File: src/rtl/div_pkg.sv
package div_pkg;

  // strobes from the sequencer to the datapath, one per phase
  typedef struct packed {
    logic load;    // capture operands and pre-shift
    logic step;    // one trial-subtract iteration
    logic finish;  // correct remainder, fix signs, publish
  } divCtrl_t;

  typedef enum logic [1:0] {
    ST_IDLE = 2'd0,
    ST_RUN  = 2'd1,
    ST_FIN  = 2'd2
  } divState_t;

endpackage

File: src/rtl/div_ctrl.sv
module div_ctrl
  import div_pkg::*;
#(
  parameter int N = 8
) (
  input  logic     clk,
  input  logic     rstN,
  input  logic     start,
  output divCtrl_t ctrl,
  output logic     busy,
  output logic     done
);

  localparam int CW = (N > 1) ? $clog2(N) : 1;
  localparam logic [CW-1:0] LAST_ITER = CW'(N - 1);

  divState_t      state;
  logic [CW-1:0]  iterCnt;

  always_comb begin
    ctrl.load   = (state == ST_IDLE) && start;
    ctrl.step   = (state == ST_RUN);
    ctrl.finish = (state == ST_FIN);
  end

  assign busy = (state != ST_IDLE);

  always_ff @(posedge clk or negedge rstN) begin
    if (!rstN) begin
      state   <= ST_IDLE;
      iterCnt <= '0;
      done    <= 1'b0;
    end else begin
      done <= 1'b0;
      unique case (state)
        ST_IDLE: begin
          if (start) begin
            state   <= ST_RUN;
            iterCnt <= '0;
          end
        end
        ST_RUN: begin
          iterCnt <= iterCnt + 1'b1;
          if (iterCnt == LAST_ITER) state <= ST_FIN;
        end
        ST_FIN: begin
          state <= ST_IDLE;
          done  <= 1'b1;
        end
        default: state <= ST_IDLE;
      endcase
    end
  end

endmodule

File: src/rtl/div_datapath.sv
module div_datapath
  import div_pkg::*;
#(
  parameter int N = 8
) (
  input  logic         clk,
  input  logic         rstN,
  input  divCtrl_t     ctrl,
  input  logic [N-1:0] dividendIn,
  input  logic [N-1:0] divisorIn,
  input  logic         signedMode,
  output logic [N-1:0] quotient,
  output logic [N-1:0] remainder,
  output logic         divZero
);

  // upper part is N+1 bits wide: after the shift it may reach 2*divisor-1
  localparam int WW = 2 * N + 1;

  logic [WW-1:0] work;
  logic [N-1:0]  divMag;
  logic          negQuot;
  logic          negRem;
  logic          zeroDiv;

  // operand magnitudes at load
  logic          aNeg, bNeg;
  logic [N-1:0]  aMag, bMag;

  always_comb begin
    aNeg = signedMode & dividendIn[N-1];
    bNeg = signedMode & divisorIn[N-1];
    aMag = aNeg ? (~dividendIn + 1'b1) : dividendIn;
    bMag = bNeg ? (~divisorIn + 1'b1) : divisorIn;
  end

  // trial subtract, N+1 bits; the top bit flags a negative difference
  logic [N:0] trial;
  assign trial = work[WW-1:N] - {1'b0, divMag};

  // final correction and sign fix
  logic [N-1:0] remMag, quotMag;
  assign remMag  = work[WW-1:N+1];
  assign quotMag = work[N-1:0];

  always_ff @(posedge clk or negedge rstN) begin
    if (!rstN) begin
      work      <= '0;
      divMag    <= '0;
      negQuot   <= 1'b0;
      negRem    <= 1'b0;
      zeroDiv   <= 1'b0;
      quotient  <= '0;
      remainder <= '0;
      divZero   <= 1'b0;
    end else begin
      if (ctrl.load) begin
        work    <= {{N{1'b0}}, aMag, 1'b0};
        divMag  <= bMag;
        negQuot <= aNeg ^ bNeg;
        negRem  <= aNeg;
        zeroDiv <= (divisorIn == '0);
      end else if (ctrl.step) begin
        if (!trial[N]) work <= {trial[N-1:0], work[N-1:0], 1'b1};
        else           work <= {work[WW-2:0], 1'b0};
      end
      if (ctrl.finish) begin
        quotient  <= zeroDiv ? '1 : (negQuot ? (~quotMag + 1'b1) : quotMag);
        remainder <= negRem ? (~remMag + 1'b1) : remMag;
        divZero   <= zeroDiv;
      end
    end
  end

endmodule

File: src/rtl/restoring_divider.sv
module restoring_divider
  import div_pkg::*;
#(
  parameter int WIDTH = 8
) (
  input  logic             clk,
  input  logic             rstN,
  input  logic             start,
  input  logic [WIDTH-1:0] dividend,
  input  logic [WIDTH-1:0] divisor,
  input  logic             signedMode,
  output logic             busy,
  output logic             done,
  output logic [WIDTH-1:0] quotient,
  output logic [WIDTH-1:0] remainder,
  output logic             divZero
);

  divCtrl_t ctrl;

  div_ctrl #(.N(WIDTH)) u_ctrl (
    .clk   (clk),
    .rstN  (rstN),
    .start (start),
    .ctrl  (ctrl),
    .busy  (busy),
    .done  (done)
  );

  div_datapath #(.N(WIDTH)) u_dp (
    .clk        (clk),
    .rstN       (rstN),
    .ctrl       (ctrl),
    .dividendIn (dividend),
    .divisorIn  (divisor),
    .signedMode (signedMode),
    .quotient   (quotient),
    .remainder  (remainder),
    .divZero    (divZero)
  );

endmodule

File: config.mk
export PLATFORM = sky130hd
export DESIGN_NAME = restoring_divider
export DESIGN_NICKNAME = d
export VERILOG_FILES = /design/src/rtl/div_pkg.sv /design/src/rtl/div_ctrl.sv /design/src/rtl/div_datapath.sv /design/src/rtl/restoring_divider.sv
export SDC_FILE = /design/constraint.sdc
export NUM_CORES = 1
export LEC_CHECK = 0
export CAP_MARGIN = 25
export CORE_AREA = 2 2 91 93
export CTS_CLUSTER_SIZE = 8
export DETAILED_ROUTE_END_ITERATION = 7
export DIE_AREA = 0 0 93 95
export PLACE_DENSITY = 0.66
export REMOVE_ABC_BUFFERS = 1
export SLEW_MARGIN = 20
export SYNTH_ARGS = -nofsm -noshare
export SYNTH_HDL_FRONTEND = slang
export SYNTH_SLANG_ARGS = --single-unit
File: constraint.sdc
create_clock -name clk -period 3.3 [get_ports clk]
set_clock_uncertainty 0.15 [all_clocks]
set_input_delay 0.825 -clock clk [delete_from_list [all_inputs] [get_ports clk]]
set_output_delay 0.825 -clock clk [all_outputs]
set_load 0.05 [all_outputs]
## Word-level counts from Yosys, hierarchy flattened

Cells that the tools add are included.

- Bits in latches: 0
- ROM bits: 0
- Output and inout port bits: 19
- Bits in writable memories: 0
- Register bits after elaboration: 51
- Memories: 0

- $lt $le $gt $ge: 0
- Bitwise operators: 7
- $mul: 0
- Reduce and logical (&&, ||, !) cells: 8
- Add/sub/neg operators: 6
- Shifts and indexed selects: 0
- Div/mod/pow operators: 0
- Muxes and demuxes: 14
- Equality and inequality tests: 5

Operators with widths:

| kind | number |
|---|---|
| 17-bit 2-to-1 mux | 3 |
| 8-bit 2-to-1 mux | 5 |
| 8-bit by 1-bit adder with 8-bit output, second input constant | 4 |
| 8-bit NOT | 4 |
| 9-bit by 8-bit subtractor with 9-bit output | 1 |
| 8-bit zero test | 1 |
| 3-bit case mux with 2 select lines | 1 |
| 2-bit nonzero test | 3 |
| 2-bit 2-to-1 mux | 2 |
| 2-bit case mux with 2 select lines | 1 |
| 2-bit AND reduction | 2 |
| 3-bit by 1-bit adder with 3-bit output, second input constant | 1 |
| 3-bit equality test, second input constant | 1 |
| 3-bit 2-to-1 mux | 1 |
| 1-bit AND | 2 |
| 2-bit by 1-bit equality test with 1-bit output, second input constant | 1 |
| 2-bit equality test, second input constant | 1 |
| 2-bit zero test | 1 |
| 2-bit by 1-bit inequality test with 1-bit output, second input constant | 1 |
| 2-bit inequality test, second input constant | 1 |
| 1-bit logical AND | 1 |
| 1-bit 2-to-1 mux | 1 |
| 1-bit bitwise XOR | 1 |

## Longest topological paths before layout

- Depth in word-level cells: 4
- Depth in mapped cells: 10
- Depth with buffers taken out: 9

## Cells and area by module

A second synthesis with hierarchy kept.

- Cells, all modules: 331
- Area total of the unflattened synthesis: 3088.0 um^2

Modules (own cells, without submodules):

| module | seq. area each (um^2) | area each (um^2) | cells each | instances |
|---|---|---|---|---|
| div_datapath | 1126.1 | 2817.7 | 310 | 1 |
| div_ctrl | 150.1 | 270.3 | 21 | 1 |

## Least setup slack after synthesis

OpenSTA, ideal clock, no wires.

- Kind: register to register
- From: register u_dp.work[8]
- To: register u_dp.work[9]
- Cell stages (with the launch flop): 10
- Setup slack: 0.882 ns
- Arrival time: 2.186 ns
- Data required time: 3.067 ns
- Setup time: 0.083 ns
- Cell sequence: dfrtp_1 -> inv_1 -> ha_1 -> inv_1 -> fa_1 -> a211oi_4 -> o211ai_2 -> a221oi_2 -> mux2_2 -> o21ai_0

- Word-level cells in the longest chain between the ends: 4

Ends and longest elaborated chain:

| what | RTL line | RTL |
|---|---|---|
| from (decl) | div_datapath.sv:20 | `logic [WW-1:0] work;` |
| from (signal assigned) | div_datapath.sv:58 | `work <= {{N{1'b0}}, aMag, 1'b0};` |
| from (signal assigned) | div_datapath.sv:64 | `if (!trial[N]) work <= {trial[N-1:0], work[N-1:0], 1'b1};` |
| from (signal assigned) | div_datapath.sv:65 | `else work <= {work[WW-2:0], 1'b0};` |
| 9-bit by 8-bit subtractor with 9-bit output | div_datapath.sv:39 | `assign trial = work[WW-1:N] - {1'b0, divMag};` |
| 17-bit 2-to-1 mux * | div_datapath.sv:64 |  |
| 17-bit 2-to-1 mux * | div_datapath.sv:63 | `end else if (ctrl.step) begin` |
| 17-bit 2-to-1 mux * | div_datapath.sv:57 | `if (ctrl.load) begin` |

Mark *: on every way between the ends. The rest lies on a longest branch, timed or not. The select of a mux whose other input is x is not followed.
A chain may end at the register's enable or synchronous reset.

## Worst setup path in the final report

Ends and elaborated chain as after synthesis.

==> results by group <==
Placed design
  – Placed Cells: approximately 480
  – Post-DP Area: ~3600 um2
  – DP Worst Slack: approximately 0.56 ns
  – Routability Congestion: roughly 0.8
  – I/O Buffers: 38
  – Post-DP HPWL: 4740 um

Timing
  – Count of final setup violators: 0
  – Setup TNS: 0 ns
  – Final worst path period share: 0.841
  – Final slew viol count: 0
  – Worst Hold Slack: 0.322 ns
  – Hold Fails Final Rpt: 0
  – Actual slew at the worst max-slew pin: 0.977 ns
  – Max-Slew Margin vs Limit: 0.348
  – Fmax: roughly 360 MHz
  – Final Worst Setup Slack: 0.525 ns
  – RSZ-0062 raised after global routing: no
  – Tmin final: approximately 2.8 ns

Finish
  – Design area: about 3700 um2
  – Finished Layout Cells: ~490
  – Area delta synth->final: 19.2%
  – ANT cells: 0
  – Layout cells sized above 1: 0.0646
  – Final nets: between 400 and 500

Floorplan
  – Area of the die: roughly 8800 um2
  – Site Rows: 33
  – Die Ht: 95 um
  – Die Wd: slightly above 90 um
  – I/O pins: 39
  – Core area: roughly 7900 um2
  – Initial core utilization: 0.388

GRT
  – Largest net degree at the start of global routing: 30
  – Aggregate global routing overflow: 0
  – Vias in the first global route: roughly 2.4k
  – Initial antenna violation count: 0
  – Global-route wire length before repair: ~11,000 um
  – GRT Overall Usage: 0.152

Yosys
  – Mapped cell area: about 3100 um2
  – FF+latch count, synth: slightly above 50
  – Syn Area/Cell: 8.72 um2
  – YS warnings: 0
  – Syn Inst Count: 353
  – Async S/R FF share, synth: 1.00
  – Yosys cell types: 43
  – Sequential share of the synthesized area: 0.414
  – Post-synth EDFFs: 0
  – Ys flop type: dfrtp_1

Clock tree
  – CTS root buf: clkbuf_8
  – Max H-tree Level: 2
  – Clock Latency Late Sink: between 0.3 and 0.4 ns
  – Clock sinks: just over 50
  – Cts bufs inserted: 5
  – Setup bufs post-CTS: 0
  – Max clock buf depth: 2
  – CTS resizes: 0
  – TritonCTS clock tree: yes
  – Clk slew on worst S/H paths: roughly 0.10 ns
  – CTS hold repair buffers: 0

Worst setup path
  – Crit path arrival time: around 2.8 ns
  – Critical Path Sink Type: register
  – Worst Setup Path Type: register to register
  – CP Max Fanout: 11
  – Startpoint Class: register
  – Data required, critical path: approximately 3.4 ns

Drt
  – Routed wire per std cell: about 12 um
  – DRC: 0
  – Vias post-DR: between 2k and 2.5k
  – DRT Pass-1 Iters: 4
  – Post-DRT Antenna Nets: 0
  – DR iter-0 viols: between 70 and 80
  – Via density: ~5.0
  – Routed WL: between 6000 and 7000 um

Power
  – Pleak: about 0.0016 uW
  – PwrDens: ~1100 nW/um2
  – Max VDD drop: 0.343 mV

Outcome
  – Status: complete, no violations

Job
  – # Max-Cap Violations: 0

Hold path
  – Hold Crit Class: register to register
[kinds of logic after synthesis]
family	count (synthesis)	synth area share
flops	51	0.414
buf+inv	41	0.0528
xor+xnor	27	0.0768
compound gates	84	0.177
fa+ha+maj	15	0.0634
simple gates	124	0.179
mux	11	0.0366
[registers in the layout (all words and copies together), names as in the netlist, 2 cells and up]
register        count
u_ctrl.iterCnt      3
u_ctrl.state        2
u_dp.divMag         8
u_dp.quotient       8
u_dp.remainder      8
u_dp.work          17
[critical path, cell delays in order (launching register included)]
cell and delay, ns:
dfrtp_1 0.37, inv_1 0.08, ha_1 0.17, inv_1 0.05, fa_1 0.42, a211oi_4 0.32, o211ai_2 0.14, a221oi_2 0.25
buf_4 0.23, mux2_2 0.34, o21ai_0 0.15
[metrics by stage]
| step | power (uW) | util |
|---|---|---|
| 2_1_floorplan | 3010 | - |
| 3_3_place_gp | 3580 | 0.448 |
| 3_5_place_dp | 3650 | 0.448 |
| 4_1_cts | 4100 | 0.463 |
| 5_1_grt | 4470 | 0.463 |
| 6_report | 4070 | 0.463 |
[cell type report]
cell class                 instances  area, um2
clock inverter                     3       46.3
timing repair buffer              44        420
clock buffer                       5       68.8
inverter                          23       86.3
sequential                        51       1280
tap                              105        131
multi-input combinational        261       1640
fill                             789       4260
[worst paths after layout]
kind,from,to,slack [ns],depth (start not counted)
max in group asynchronous,rstN,u_dp.divMag[2],2.04,2
min,u_dp.quotient[2],u_dp.quotient[2],0.32,2
min reg2reg,u_dp.quotient[2],u_dp.quotient[2],0.32,2
min in group asynchronous,rstN,u_dp.work[2],0.36,1
max,u_dp.work[8],u_dp.work[9],0.53,10
max reg2reg,u_dp.work[8],u_dp.work[9],0.53,10
[cell usage in the layout, fill, tap and decap left out, types with 6 or more instances in the layout]
master / instances
ha_1: 14
xnor2_1: 13
nor2_1: 25
a31oi_1: 7
nand2b_1: 7
o21ai_1: 8
inv_1: 23
xor2_1: 14
dfrtp_1: 51
mux2i_1: 9
clkdlybuf4s50_1: 37
nand2_1: 60
nand3_1: 14
a21oi_1: 9
buf_4: 6
o21ai_0: 33
[report_power, final]
group	internal [uW]	total (uW)	switching, uW
combinational	1020	2440	1420
sequential	917	1180	267
clock	229	448	220
[per-layer routing]
metal	wire (um)	GRT usage	share of wire
met1	2980	0.197	0.49
met2	2950	0.265	0.48
met3	158	0.0239	0.026
met4	40	0.0441	0.0065
met5	0	0	0
[synth_stat cells, types with 7 or more instances]
library cell | n | area (um2)
inv_1 | 23 | 86.3
nand2b_1 | 7 | 43.8
o21ai_1 | 8 | 40.0
a21oi_1 | 9 | 45.0
nor2_1 | 25 | 93.8
nand3_1 | 14 | 70.1
o21ai_0 | 33 | 165
dfrtp_1 | 51 | 1280
xnor2_1 | 13 | 114
nand2_1 | 60 | 225
clkbuf_1 | 16 | 60.1
ha_1 | 14 | 175
a31oi_1 | 7 | 43.8
mux2i_1 | 9 | 90.1
xor2_1 | 14 | 123
Power figures use the tool's default switching activity.
